$ cat config.mk
export PLATFORM = sky130hd
export DESIGN_NAME = flash_cmd_seq
export DESIGN_NICKNAME = d
export VERILOG_FILES = /design/src/rtl/fcs_pkg.sv /design/src/rtl/fcs_key_match.sv /design/src/rtl/fcs_prot_lookup.sv /design/src/rtl/fcs_ident_rom.sv /design/src/rtl/fcs_cmd_fsm.sv /design/src/rtl/flash_cmd_seq.sv
export SDC_FILE = /design/constraint.sdc
export NUM_CORES = 1
export LEC_CHECK = 0
export BUFFER_PORTS_ARGS = -buffer_cell sky130_fd_sc_hd__buf_2
export CAP_MARGIN = 10
export CELL_PAD_IN_SITES_DETAIL_PLACEMENT = 1
export CELL_PAD_IN_SITES_GLOBAL_PLACEMENT = 2
export CORE_UTILIZATION = 32
export CTS_CLUSTER_DIAMETER = 40
export CTS_CLUSTER_SIZE = 20
export DETAILED_ROUTE_END_ITERATION = 7
export PLACE_DENSITY = 0.87
export SYNTH_ARGS = -nofsm -noshare
export SYNTH_HDL_FRONTEND = slang
export SYNTH_SLANG_ARGS = --single-unit
$ cat constraint.sdc
create_clock -name clk -period 6.75 [get_ports clk]
set_input_delay 0.675 -clock clk [delete_from_list [all_inputs] [get_ports clk]]
set_output_delay 0.675 -clock clk [all_outputs]
set_load 0.05 [all_outputs]
$ cat src/rtl/fcs_pkg.sv
package fcs_pkg;

    localparam int CMP_W = 11;
    localparam logic [CMP_W-1:0] KEY_ADDR_A = 11'h555;
    localparam logic [CMP_W-1:0] KEY_ADDR_B = 11'h2AA;

    localparam logic [7:0] C_KEY1    = 8'hAA;
    localparam logic [7:0] C_KEY2    = 8'h55;
    localparam logic [7:0] C_RESET   = 8'hF0;
    localparam logic [7:0] C_IDENT   = 8'h90;
    localparam logic [7:0] C_PROG    = 8'hA0;
    localparam logic [7:0] C_BYP     = 8'h20;
    localparam logic [7:0] C_ERASE   = 8'h80;
    localparam logic [7:0] C_CHIP    = 8'h10;
    localparam logic [7:0] C_CONFIRM = 8'h30;
    localparam logic [7:0] C_SUSP    = 8'hB0;
    localparam logic [7:0] C_BYPX    = 8'h00;

    typedef enum logic [3:0] {
        SQ_IDLE, SQ_K1, SQ_K2, SQ_PADDR, SQ_E1, SQ_E2, SQ_E3, SQ_BPADDR, SQ_BEXIT
    } seq_t;

    typedef enum logic [3:0] {
        K_INV, K_PRE, K_RST, K_IDENT, K_PROG, K_BYP, K_BYPX, K_CHIP, K_BLK, K_RES
    } kind_t;

    typedef enum logic [1:0] { OP_NONE, OP_PROG, OP_CHIP, OP_BLK } op_t;

    typedef enum logic [1:0] {
        RM_ARRAY  = 2'd0,
        RM_IDENT  = 2'd1,
        RM_STATUS = 2'd2
    } rdmode_t;

    typedef struct packed {
        logic prog;
        logic chip;
        logic blk;
        logic susp;
        logic resume;
        logic rst;
    } start_t;

endpackage

$ cat src/rtl/fcs_key_match.sv
module fcs_key_match
    import fcs_pkg::*;
(
    input  logic [CMP_W-1:0] addr_lo,
    input  logic             lsb,
    input  logic             byte_mode,
    output logic             hit_a,
    output logic             hit_b
);
    // In byte mode the lane bit extends the compared address by one bit.
    always_comb begin
        hit_a = (addr_lo == KEY_ADDR_A) && (!byte_mode || !lsb);
        hit_b = (addr_lo == KEY_ADDR_B) && (!byte_mode ||  lsb);
    end
endmodule

$ cat src/rtl/fcs_prot_lookup.sv
module fcs_prot_lookup #(
    parameter int NBLK = 8,
    localparam int BB  = (NBLK > 1) ? $clog2(NBLK) : 1
) (
    input  logic [BB-1:0]   blk_idx,
    input  logic [NBLK-1:0] mask,
    output logic            hit
);
    always_comb begin
        hit = 1'b0;
        for (int i = 0; i < NBLK; i++) begin
            if (blk_idx == BB'(i)) hit = mask[i];
        end
    end
endmodule

$ cat src/rtl/fcs_ident_rom.sv
module fcs_ident_rom #(
    parameter int          DW     = 16,
    parameter logic [15:0] MFR_ID = 16'h0011,
    parameter logic [15:0] DEV_ID = 16'h00A7
) (
    input  logic [1:0]    sel,
    input  logic          prot,
    output logic [DW-1:0] dout
);
    always_comb begin
        unique case (sel)
            2'b00:   dout = DW'(MFR_ID);
            2'b01:   dout = DW'(DEV_ID);
            2'b10:   dout = DW'(prot);
            default: dout = '0;
        endcase
    end
endmodule

$ cat src/rtl/fcs_cmd_fsm.sv
module fcs_cmd_fsm
    import fcs_pkg::*;
#(
    parameter int AW = 18,
    parameter int DW = 16
) (
    input  logic          clk,
    input  logic          rst_n,
    input  logic          wr_en,
    input  logic [AW-1:0] wr_addr,
    input  logic          wr_lsb,
    input  logic [DW-1:0] wr_data,
    input  logic          hit_a,
    input  logic          hit_b,
    input  logic          wr_prot,
    input  logic          ctl_busy,
    input  logic          ctl_susp,
    input  logic          ctl_err,
    output start_t        start,
    output logic [AW-1:0] cmd_addr,
    output logic          cmd_lsb,
    output logic [DW-1:0] cmd_data,
    output rdmode_t       rd_mode
);
    typedef struct packed {
        seq_t          seq;
        logic          byp;
        logic          ident;
        op_t           op;
        start_t        pulse;
        logic [AW-1:0] addr;
        logic          lsb;
        logic [DW-1:0] data;
    } st_t;

    st_t        st_d, st_q;
    kind_t      kind;
    seq_t       nxt;
    logic [7:0] code;
    logic       latch;

    always_comb begin
        st_d       = st_q;
        st_d.pulse = '0;
        kind       = K_INV;
        nxt        = SQ_IDLE;
        code       = wr_data[7:0];
        latch      = 1'b0;

        if (wr_en) begin
            if (ctl_busy) begin
                // Running operation: sequences restart; only block erase listens.
                st_d.seq = SQ_IDLE;
                if (st_q.op == OP_BLK && !ctl_susp) begin
                    if (code == C_RESET) begin
                        st_d.pulse.rst = 1'b1;
                        st_d.ident     = 1'b0;
                    end else if (!ctl_err && code == C_SUSP) begin
                        st_d.pulse.susp = 1'b1;
                    end else if (!ctl_err && code == C_CONFIRM) begin
                        st_d.pulse.blk = 1'b1;
                        latch          = 1'b1;
                    end
                end
            end else begin
                unique case (st_q.seq)
                    SQ_IDLE: begin
                        if (st_q.byp) begin
                            if (code == C_PROG) begin
                                kind = K_PRE; nxt = SQ_BPADDR;
                            end else if (code == C_IDENT) begin
                                kind = K_PRE; nxt = SQ_BEXIT;
                            end else if (code == C_RESET) begin
                                kind = K_RST;
                            end
                        end else begin
                            if (code == C_RESET) begin
                                kind = K_RST;
                            end else if (code == C_CONFIRM && ctl_susp) begin
                                kind = K_RES;
                            end else if (code == C_KEY1 && hit_a) begin
                                kind = K_PRE; nxt = SQ_K1;
                            end
                        end
                    end
                    SQ_K1: begin
                        if (code == C_KEY2 && hit_b) begin
                            kind = K_PRE; nxt = SQ_K2;
                        end
                    end
                    SQ_K2: begin
                        if (code == C_RESET) begin
                            kind = K_RST;
                        end else if (hit_a) begin
                            if (code == C_IDENT) begin
                                kind = K_IDENT;
                            end else if (code == C_PROG) begin
                                kind = K_PRE; nxt = SQ_PADDR;
                            end else if (code == C_BYP && !ctl_susp) begin
                                kind = K_BYP;
                            end else if (code == C_ERASE && !ctl_susp) begin
                                kind = K_PRE; nxt = SQ_E1;
                            end
                        end
                    end
                    SQ_PADDR, SQ_BPADDR: kind = K_PROG;
                    SQ_BEXIT: begin
                        if (code == C_BYPX) kind = K_BYPX;
                    end
                    SQ_E1: begin
                        if (code == C_KEY1 && hit_a) begin
                            kind = K_PRE; nxt = SQ_E2;
                        end
                    end
                    SQ_E2: begin
                        if (code == C_KEY2 && hit_b) begin
                            kind = K_PRE; nxt = SQ_E3;
                        end
                    end
                    SQ_E3: begin
                        if (code == C_CHIP && hit_a) kind = K_CHIP;
                        else if (code == C_CONFIRM)  kind = K_BLK;
                    end
                    default: kind = K_INV;
                endcase

                // Under an error only reset may complete.
                if (ctl_err && kind != K_PRE && kind != K_RST) kind = K_INV;

                st_d.seq = (kind == K_PRE) ? nxt : SQ_IDLE;

                unique case (kind)
                    K_INV:   st_d.ident = 1'b0;
                    K_PRE:   ;
                    K_RST: begin
                        st_d.pulse.rst = 1'b1;
                        st_d.ident     = 1'b0;
                    end
                    K_IDENT: st_d.ident = 1'b1;
                    K_PROG: begin
                        st_d.ident = 1'b0;
                        if (!wr_prot) begin
                            st_d.pulse.prog = 1'b1;
                            latch           = 1'b1;
                            if (!ctl_susp) st_d.op = OP_PROG;
                        end
                    end
                    K_BYP: begin
                        st_d.byp   = 1'b1;
                        st_d.ident = 1'b0;
                    end
                    K_BYPX:  st_d.byp = 1'b0;
                    K_CHIP: begin
                        st_d.pulse.chip = 1'b1;
                        st_d.op         = OP_CHIP;
                        st_d.ident      = 1'b0;
                        latch           = 1'b1;
                    end
                    K_BLK: begin
                        st_d.pulse.blk = 1'b1;
                        st_d.op        = OP_BLK;
                        st_d.ident     = 1'b0;
                        latch          = 1'b1;
                    end
                    K_RES: begin
                        st_d.pulse.resume = 1'b1;
                        st_d.ident        = 1'b0;
                    end
                    default: st_d.ident = 1'b0;
                endcase
            end
        end

        if (latch) begin
            st_d.addr = wr_addr;
            st_d.lsb  = wr_lsb;
            st_d.data = wr_data;
        end
    end

    always_ff @(posedge clk or negedge rst_n) begin
        if (!rst_n) st_q <= '0;
        else        st_q <= st_d;
    end

    always_comb begin
        if (ctl_busy || ctl_err) rd_mode = RM_STATUS;
        else if (st_q.ident)     rd_mode = RM_IDENT;
        else                     rd_mode = RM_ARRAY;
    end

    assign start    = st_q.pulse;
    assign cmd_addr = st_q.addr;
    assign cmd_lsb  = st_q.lsb;
    assign cmd_data = st_q.data;


    single_start_chk: assert property (@(posedge clk) disable iff (!rst_n)
        $onehot0(start));


    start_needs_write_chk: assert property (@(posedge clk) disable iff (!rst_n)
        !wr_en |=> (start == '0));


    busy_quiet_chk: assert property (@(posedge clk) disable iff (!rst_n)
        (wr_en && ctl_busy && st_q.op != OP_BLK) |=> (start == '0));


    err_reset_only_chk: assert property (@(posedge clk) disable iff (!rst_n)
        ctl_err |=> !(start.prog || start.chip || start.blk || start.susp || start.resume));


    prot_prog_chk: assert property (@(posedge clk) disable iff (!rst_n)
        (wr_en && wr_prot) |=> !start.prog);


    byp_entry_chk: assert property (@(posedge clk) disable iff (!rst_n)
        $rose(st_q.byp) |-> ($past(wr_data[7:0]) == C_BYP));

endmodule

$ cat src/rtl/flash_cmd_seq.sv
module flash_cmd_seq
    import fcs_pkg::*;
#(
    parameter int          AW     = 18,
    parameter int          DW     = 16,
    parameter int          NBLK   = 8,
    parameter logic [15:0] MFR_ID = 16'h0011,
    parameter logic [15:0] DEV_ID = 16'h00A7
) (
    input  logic            clk,
    input  logic            rst_n,
    input  logic            byte_mode,
    input  logic            wr_en,
    input  logic [AW-1:0]   wr_addr,
    input  logic            wr_lsb,
    input  logic [DW-1:0]   wr_data,
    input  logic [AW-1:0]   rd_addr,
    input  logic [NBLK-1:0] prot_mask,
    input  logic            ctl_busy,
    input  logic            ctl_susp,
    input  logic            ctl_err,
    output logic            start_prog,
    output logic            start_chip_erase,
    output logic            start_blk_erase,
    output logic            start_suspend,
    output logic            start_resume,
    output logic            start_reset,
    output logic [AW-1:0]   cmd_addr,
    output logic            cmd_lsb,
    output logic [DW-1:0]   cmd_data,
    output logic [1:0]      rd_mode,
    output logic [DW-1:0]   asel_data
);
    localparam int BB = (NBLK > 1) ? $clog2(NBLK) : 1;

    logic    hit_a, hit_b, wr_prot, rd_prot;
    start_t  start;
    rdmode_t rm;

    fcs_key_match u_keys (
        .addr_lo   (wr_addr[CMP_W-1:0]),
        .lsb       (wr_lsb),
        .byte_mode (byte_mode),
        .hit_a     (hit_a),
        .hit_b     (hit_b)
    );

    fcs_prot_lookup #(.NBLK(NBLK)) u_wprot (
        .blk_idx (wr_addr[AW-1 -: BB]),
        .mask    (prot_mask),
        .hit     (wr_prot)
    );

    fcs_prot_lookup #(.NBLK(NBLK)) u_rprot (
        .blk_idx (rd_addr[AW-1 -: BB]),
        .mask    (prot_mask),
        .hit     (rd_prot)
    );

    fcs_ident_rom #(.DW(DW), .MFR_ID(MFR_ID), .DEV_ID(DEV_ID)) u_rom (
        .sel  (rd_addr[1:0]),
        .prot (rd_prot),
        .dout (asel_data)
    );

    fcs_cmd_fsm #(.AW(AW), .DW(DW)) u_fsm (
        .clk      (clk),
        .rst_n    (rst_n),
        .wr_en    (wr_en),
        .wr_addr  (wr_addr),
        .wr_lsb   (wr_lsb),
        .wr_data  (wr_data),
        .hit_a    (hit_a),
        .hit_b    (hit_b),
        .wr_prot  (wr_prot),
        .ctl_busy (ctl_busy),
        .ctl_susp (ctl_susp),
        .ctl_err  (ctl_err),
        .start    (start),
        .cmd_addr (cmd_addr),
        .cmd_lsb  (cmd_lsb),
        .cmd_data (cmd_data),
        .rd_mode  (rm)
    );

    assign rd_mode          = rm;
    assign start_prog       = start.prog;
    assign start_chip_erase = start.chip;
    assign start_blk_erase  = start.blk;
    assign start_suspend    = start.susp;
    assign start_resume     = start.resume;
    assign start_reset      = start.rst;

endmodule

# ---- Word level (Yosys, flattened, before mapping)
# Cells that the tools add are included.
dict set report op_classes {
  bitwise 1
  muxes 91
  n_reduce_logical 34
  n_eq_ne 53
}
# operator count
set ops {}
lappend ops {{$mux 4} 29}
lappend ops {{$eq 8x8->1 const B} 6}
lappend ops {{$mux 1} 42}
lappend ops {{$eq 4x3->1 const B} 8}
lappend ops {{$pmux 4 s7} 1}
lappend ops {{$eq 3x3->1 const B} 8}
lappend ops {{$pmux 8 s3} 1}
lappend ops {{$pmux 4 s5} 1}
lappend ops {{$eq 4x2->1 const B} 4}
lappend ops {{$eq 8x6->1 const B} 2}
lappend ops {{$mux 3} 5}
lappend ops {{$mux 2} 7}
lappend ops {{$logic_and 1x1->1} 13}
lappend ops {{$eq 3x2->1 const B} 4}
lappend ops {{$eq 4x4->1 const B} 3}
lappend ops {{$eq 11x10->1 const B} 1}
lappend ops {{$eq 11x11->1 const B} 1}
lappend ops {{$eq 4x1->1 const B} 2}
lappend ops {{$eq 8x5->1 const B} 1}
lappend ops {{$eq 8x7->1 const B} 1}
lappend ops {{$logic_not 8->1} 1}
lappend ops {{$reduce_or 2->1} 4}
lappend ops {{$eq 3x1->1 const B} 2}
lappend ops {{$logic_not 3->1} 2}
lappend ops {{other kinds (19)} 30}
dict set report totals {
  wordCells 192
  ff_bits 49
  in_bits 68
}

# ---- Depth between registers and ports, before layout
dict set report depth {
  depth_word 22
  mapped_depth 9
}

# ---- By module
# Synthesis repeated with hierarchy kept, for this count alone.
dict set report unflattened {
  cells_unflattened 303
  hier_area_um2 3156.8
}
# mod cells_per_inst instances area_per_inst_um2
set by_module_without_submodules {}
lappend by_module_without_submodules {fcs_cmd_fsm 270 1 2821.5}
lappend by_module_without_submodules {fcs_prot_lookup 3 2 63.8}
lappend by_module_without_submodules {fcs_ident_rom 18 1 120.1}
lappend by_module_without_submodules {fcs_key_match 9 1 87.6}

# ---- Worst setup path after synthesis
# No wires, ideal clock.
dict set report synth_timing {
  path_type {input-to-reg}
  start {in wr_data[6]}
  end {reg u_fsm.st_q (netlist bit u_fsm.cmd_addr[0])}
  setup_time_ps 125
  setup_slack_ps 3787
  stages 9
  n_path_buf 2
  arrival_time_ps 2837
  cell_sequence {clkbuf_1 > or4bb_1 > or4_1 > o21ai_1 > or2_1 > o311ai_2 > nand2_4 > buf_12 > mux2_4}
}
dict set report synth_via {
  elab_chain_cells 22
  elab_cells_between_ends 57
}
# item line
set synth_lines {}
lappend synth_lines {{start: declaration} flash_cmd_seq.sv:16} ;# input logic [DW-1:0] wr_data,
lappend synth_lines {{$eq 8x8->1} fcs_cmd_fsm.sv:101} ;# end else if (code == C_ERASE && !ctl_susp) begin
lappend synth_lines {{$logic_and 1x1->1} fcs_cmd_fsm.sv:101}
lappend synth_lines {{$mux 1} fcs_cmd_fsm.sv:101}
lappend synth_lines {{$mux 4} fcs_cmd_fsm.sv:99} ;# end else if (code == C_BYP && !ctl_susp) begin
lappend synth_lines {{$mux 4} fcs_cmd_fsm.sv:97} ;# end else if (code == C_PROG) begin
lappend synth_lines {{$mux 4} fcs_cmd_fsm.sv:95} ;# if (code == C_IDENT) begin
lappend synth_lines {{$mux 4} fcs_cmd_fsm.sv:94} ;# end else if (hit_a) begin
lappend synth_lines {{$mux 4} fcs_cmd_fsm.sv:92} ;# if (code == C_RESET) begin
lappend synth_lines {{[... 6 more ...]} n/a}
lappend synth_lines {{$mux 4} fcs_cmd_fsm.sv:128} ;# if (ctl_err && kind != K_PRE && kind != K_RST) kind = K_INV;
lappend synth_lines {{$mux 4} fcs_cmd_fsm.sv:51} ;# if (ctl_busy) begin
lappend synth_lines {{$mux 4} fcs_cmd_fsm.sv:50} ;# if (wr_en) begin
lappend synth_lines {{$eq 4x3->1 or $eq 4x4->1 (tied branches)} fcs_cmd_fsm.sv:132} ;# unique case (kind)
lappend synth_lines {{$reduce_or 2->1 (no source line)} n/a}
lappend synth_lines {{$pmux 1 s2} fcs_cmd_fsm.sv:132}
lappend synth_lines {{$mux 1 *} fcs_cmd_fsm.sv:51}
lappend synth_lines {{$mux 1 *} fcs_cmd_fsm.sv:50}
lappend synth_lines {{end signal: assignment} fcs_cmd_fsm.sv:183} ;# else st_q <= st_d;
lappend synth_lines {{end: declaration} fcs_cmd_fsm.sv:36} ;# st_t st_d, st_q;
# Mark *: on every way between the ends. The rest lies on a longest branch, timed or not. The select of a mux whose other input is x is not followed.
# A chain may end at the register's enable or synchronous reset.

# ---- Worst setup path in the final report
dict set report layout_timing {
  start {in wr_data[0]}
  end {reg u_fsm.st_q (netlist bit u_fsm.cmd_addr[3])}
}
# The elaborated chain is that of the path after synthesis.

==> impl_metrics.py <==
metrics = {
    "timing": {
        "skew_ns": 0.007227,
        "hold_viol": 0,
        "setup_viol_count_final": 0,
        "slew_violations": 0,
        "fin_crit_ns": 3.343,
        "rsz0062_at_grt": "false",
        "worstMarginPinSlew_ns": 0.7531,
        "fin_ws_ns": 3.407,
        "setup_tns_ns": 0,
        "period_share": 0.4953,
        "whs_ns": 0.4536,
        "max-slew-margin-rel": 0.4970,
        "fmax_mhz": 299.1,
    },
    "layout": {
        "design_area_um2": 3621,
        "syn_to_final_growth_pct": 11.69,
        "final_core_utilization": 0.3705,
        "fin_nets": 426,
        "antenna_cells": 0,
        "drive_gt1_frac": 0.4540,
    },
    "routing": {
        "vias": 2523,
        "drtIter0Drc": 208,
        "wl_per_cell_um": 16.35,
        "ant_nets": 0,
        "viasPerCell": 5.128,
        "firstDrtPassIters": 4,
        "drcViolationCount": 0,
        "routed_wl_mm": 8.044,
    },
    "worst_setup_path": {
        "crit_arrival_ns": 3.54,
        "cp_num_cells": 8,
        "r2r_start": "u_fsm.st_q[46]$_DFFE_PN0P_",
        "slowest_delay_ns": 0.70,
        "slowest_stage": "or4_1",
        "cp_top_family": "simple AND/OR/NAND/NOR gates",
        "rr_worst_depth": 7,
        "start_kind": "input pin",
        "critPathKind": "in -> reg",
        "endpoint_kind": "flip-flop",
        "required_ns": 6.94,
        "path_cells": "buf_2 > or4_1 > nor4_1 > and4_1 > o21ai_1 > a221oi_4 > nand2_4 > mux2_4",
        "critPathLaunch": "wr_data[0]",
        "cp_num_buf_inv": 1,
        "crit_fanout": 35,
    },
    "floorplan": {
        "die_y_um": 102.7,
        "row_count": 36,
        "start_util": 0.3317,
        "core-area_um2": 9774,
        "die_w_um": 102.7,
        "die_area_um2": 10540,
        "num_io_pins": 127,
    },
    "power": {
        "leakage_nw": 1.726,
        "ir_drop_v": 0.00009398,
        "p_per_area_nw_per_um2": 252.9,
    },
    "global_routing": {
        "grt_max_degree": 50,
        "grt_use_total": 0.1529,
        "antenna_found_initial": 0,
        "grt_pass1_wl_mm": 12.41,
        "grt_pass1_vias": 2526,
        "gr-total-overflow": 0,
    },
    "place": {
        "placed_area_um2": 3526,
        "gp_congestion": 0.8587,
        "dp_hpwl_mm": 6.310,
        "port_buffers": 103,
        "place_ws_ns": 3.073,
    },
    "cts": {
        "post_cts_resized": 0,
        "numClockSinks": 49,
        "postCtsSetupBuffers": 0,
        "insertion_delay_ns": 0.31,
        "clk_pin_slew_ns": 0.10,
        "h-tree-depth": 2,
        "cts_tree": "done",
        "clk_path_buf_depth": 2,
        "hold_buffers": 0,
        "cts_buffers": 5,
        "cts_root_buf": "clkbuf_8",
    },
    "synth": {
        "ys.flop_type": "dfrtp_1",
        "synthArstFlopShare": 1.000,
        "yosys_warnings": 0,
        "ys_ff_latch": 49,
        "netlist_area_um2": 3242,
        "synthesis.instances": 294,
        "syn_avg_cell_area_um2": 11.03,
        "synth_edf_count": 0,
        "ys_seq_area_frac": 0.3782,
        "yosysUniqueCellTypes": 63,
    },
    "outcome": {
        "outcome": "complete, no violations",
    },
    "worst_hold_path": {
        "holdCritPathClass": "in -> async",
    },
    "flow_run": {
        "maxCapViolations": 0,
    },
}
## cell type report
class	count	area (um^2)
Fill cell	1134	6153
Multi-Input combinational cell	188	1573
Sequential cell	49	1226
Timing Repair Buffer	104	523.0
Tap cell	133	166.4
Clock buffer	5	68.82
Inverter	10	37.54
Clock inverter	3	26.28
## cells by family (layout without fill, tap and decap cells)
family / count (synthesis) / after routing / synth area share
mux: 42 / 42 / 0.1937
compound gates: 44 / 44 / 0.1061
buf+inv: 66 / 122 / 0.1470
flops: 49 / 49 / 0.3782
other cells: 1 / 10 / 0.001157
simple gates: 92 / 92 / 0.1737
## metrics by stage
step / std cells / power (mW)
after global routing: 492 / 0.9606
after floorplan: 303 / 0.7203
after CTS: 492 / 0.9279
final: 492 / 0.9156
after detailed placement: 484 / 0.7420
after global placement: 484 / 0.7355
## report_power, final
part	switching (mW)	internal (mW)	leakage, nW	total, mW
registers	0.0235	0.340	0.611	0.363
clock network	0.107	0.0755	0.0423	0.182
logic	0.256	0.114	1.07	0.370
## synthesized netlist by cell type, types with 4 or more instances
cell type  instances  area share
mux4_2             4       0.028
a21oi_1            8       0.012
nor2b_1            7       0.014
o21ai_0            7       0.011
nor3_1             7       0.011
nand4_1            6       0.012
o22ai_1            4      0.0077
nand2_1           13       0.015
inv_1             10       0.012
dfrtp_1           49        0.38
nor4_1             5      0.0096
buf_4             47        0.11
mux2_4            30        0.14
mux2_2             6       0.021
nor2_1            16       0.019
nor4bb_1           4       0.012
## routing by layer
| layer | track usage | up-vias | part of all wire |
|---|---|---|---|
| li1 | - | 1159 | - |
| met1 | 0.1894 | 1263 | 0.43 |
| met2 | 0.2631 | 90 | 0.50 |
| met3 | 0.03119 | 11 | 0.053 |
| met4 | 0.05385 | 0 | 0.016 |
| met5 | 0 | - | 0 |
## worst paths after layout
check                                            endpoint  slack, ns
hold reg to reg            u_fsm.cmd_data[12]$_DFFE_PN0P_       0.51
min in group clk           u_fsm.cmd_data[12]$_DFFE_PN0P_       0.51
hold / removal              u_fsm.cmd_data[1]$_DFFE_PN0P_       0.45
setup / recovery            u_fsm.cmd_addr[3]$_DFFE_PN0P_       3.41
max in group asynchronous  u_fsm.cmd_addr[10]$_DFFE_PN0P_       5.89
setup reg to reg           u_fsm.cmd_data[12]$_DFFE_PN0P_       3.68
## placed cells by master (no fill, tap or decap), types with 3 or more instances in the layout
| master | n |
|---|---|
| inv_1 | 10 |
| nor3_1 | 7 |
| conb_1 | 10 |
| dfrtp_1 | 49 |
| nor4bb_1 | 4 |
| clkbuf_8 | 5 |
| o21ai_0 | 7 |
| mux2_4 | 30 |
| or2_2 | 3 |
| mux4_2 | 4 |
| nor4_1 | 5 |
| o22ai_1 | 4 |
| nand3b_1 | 3 |
| nor2_1 | 16 |
| nand3_1 | 3 |
| mux2_2 | 6 |
| a21oi_1 | 8 |
| nor2b_1 | 7 |
| nand4_1 | 6 |
| or4_1 | 3 |
| nand2_1 | 13 |
| buf_2 | 103 |
## state kept, by name (all words and copies together) (netlist names)
name            count
u_fsm.start         6
u_fsm.cmd_addr     18
u_fsm.cmd_lsb       1
u_fsm.st_q          8
u_fsm.cmd_data     16
Power figures use the tool's default switching activity.
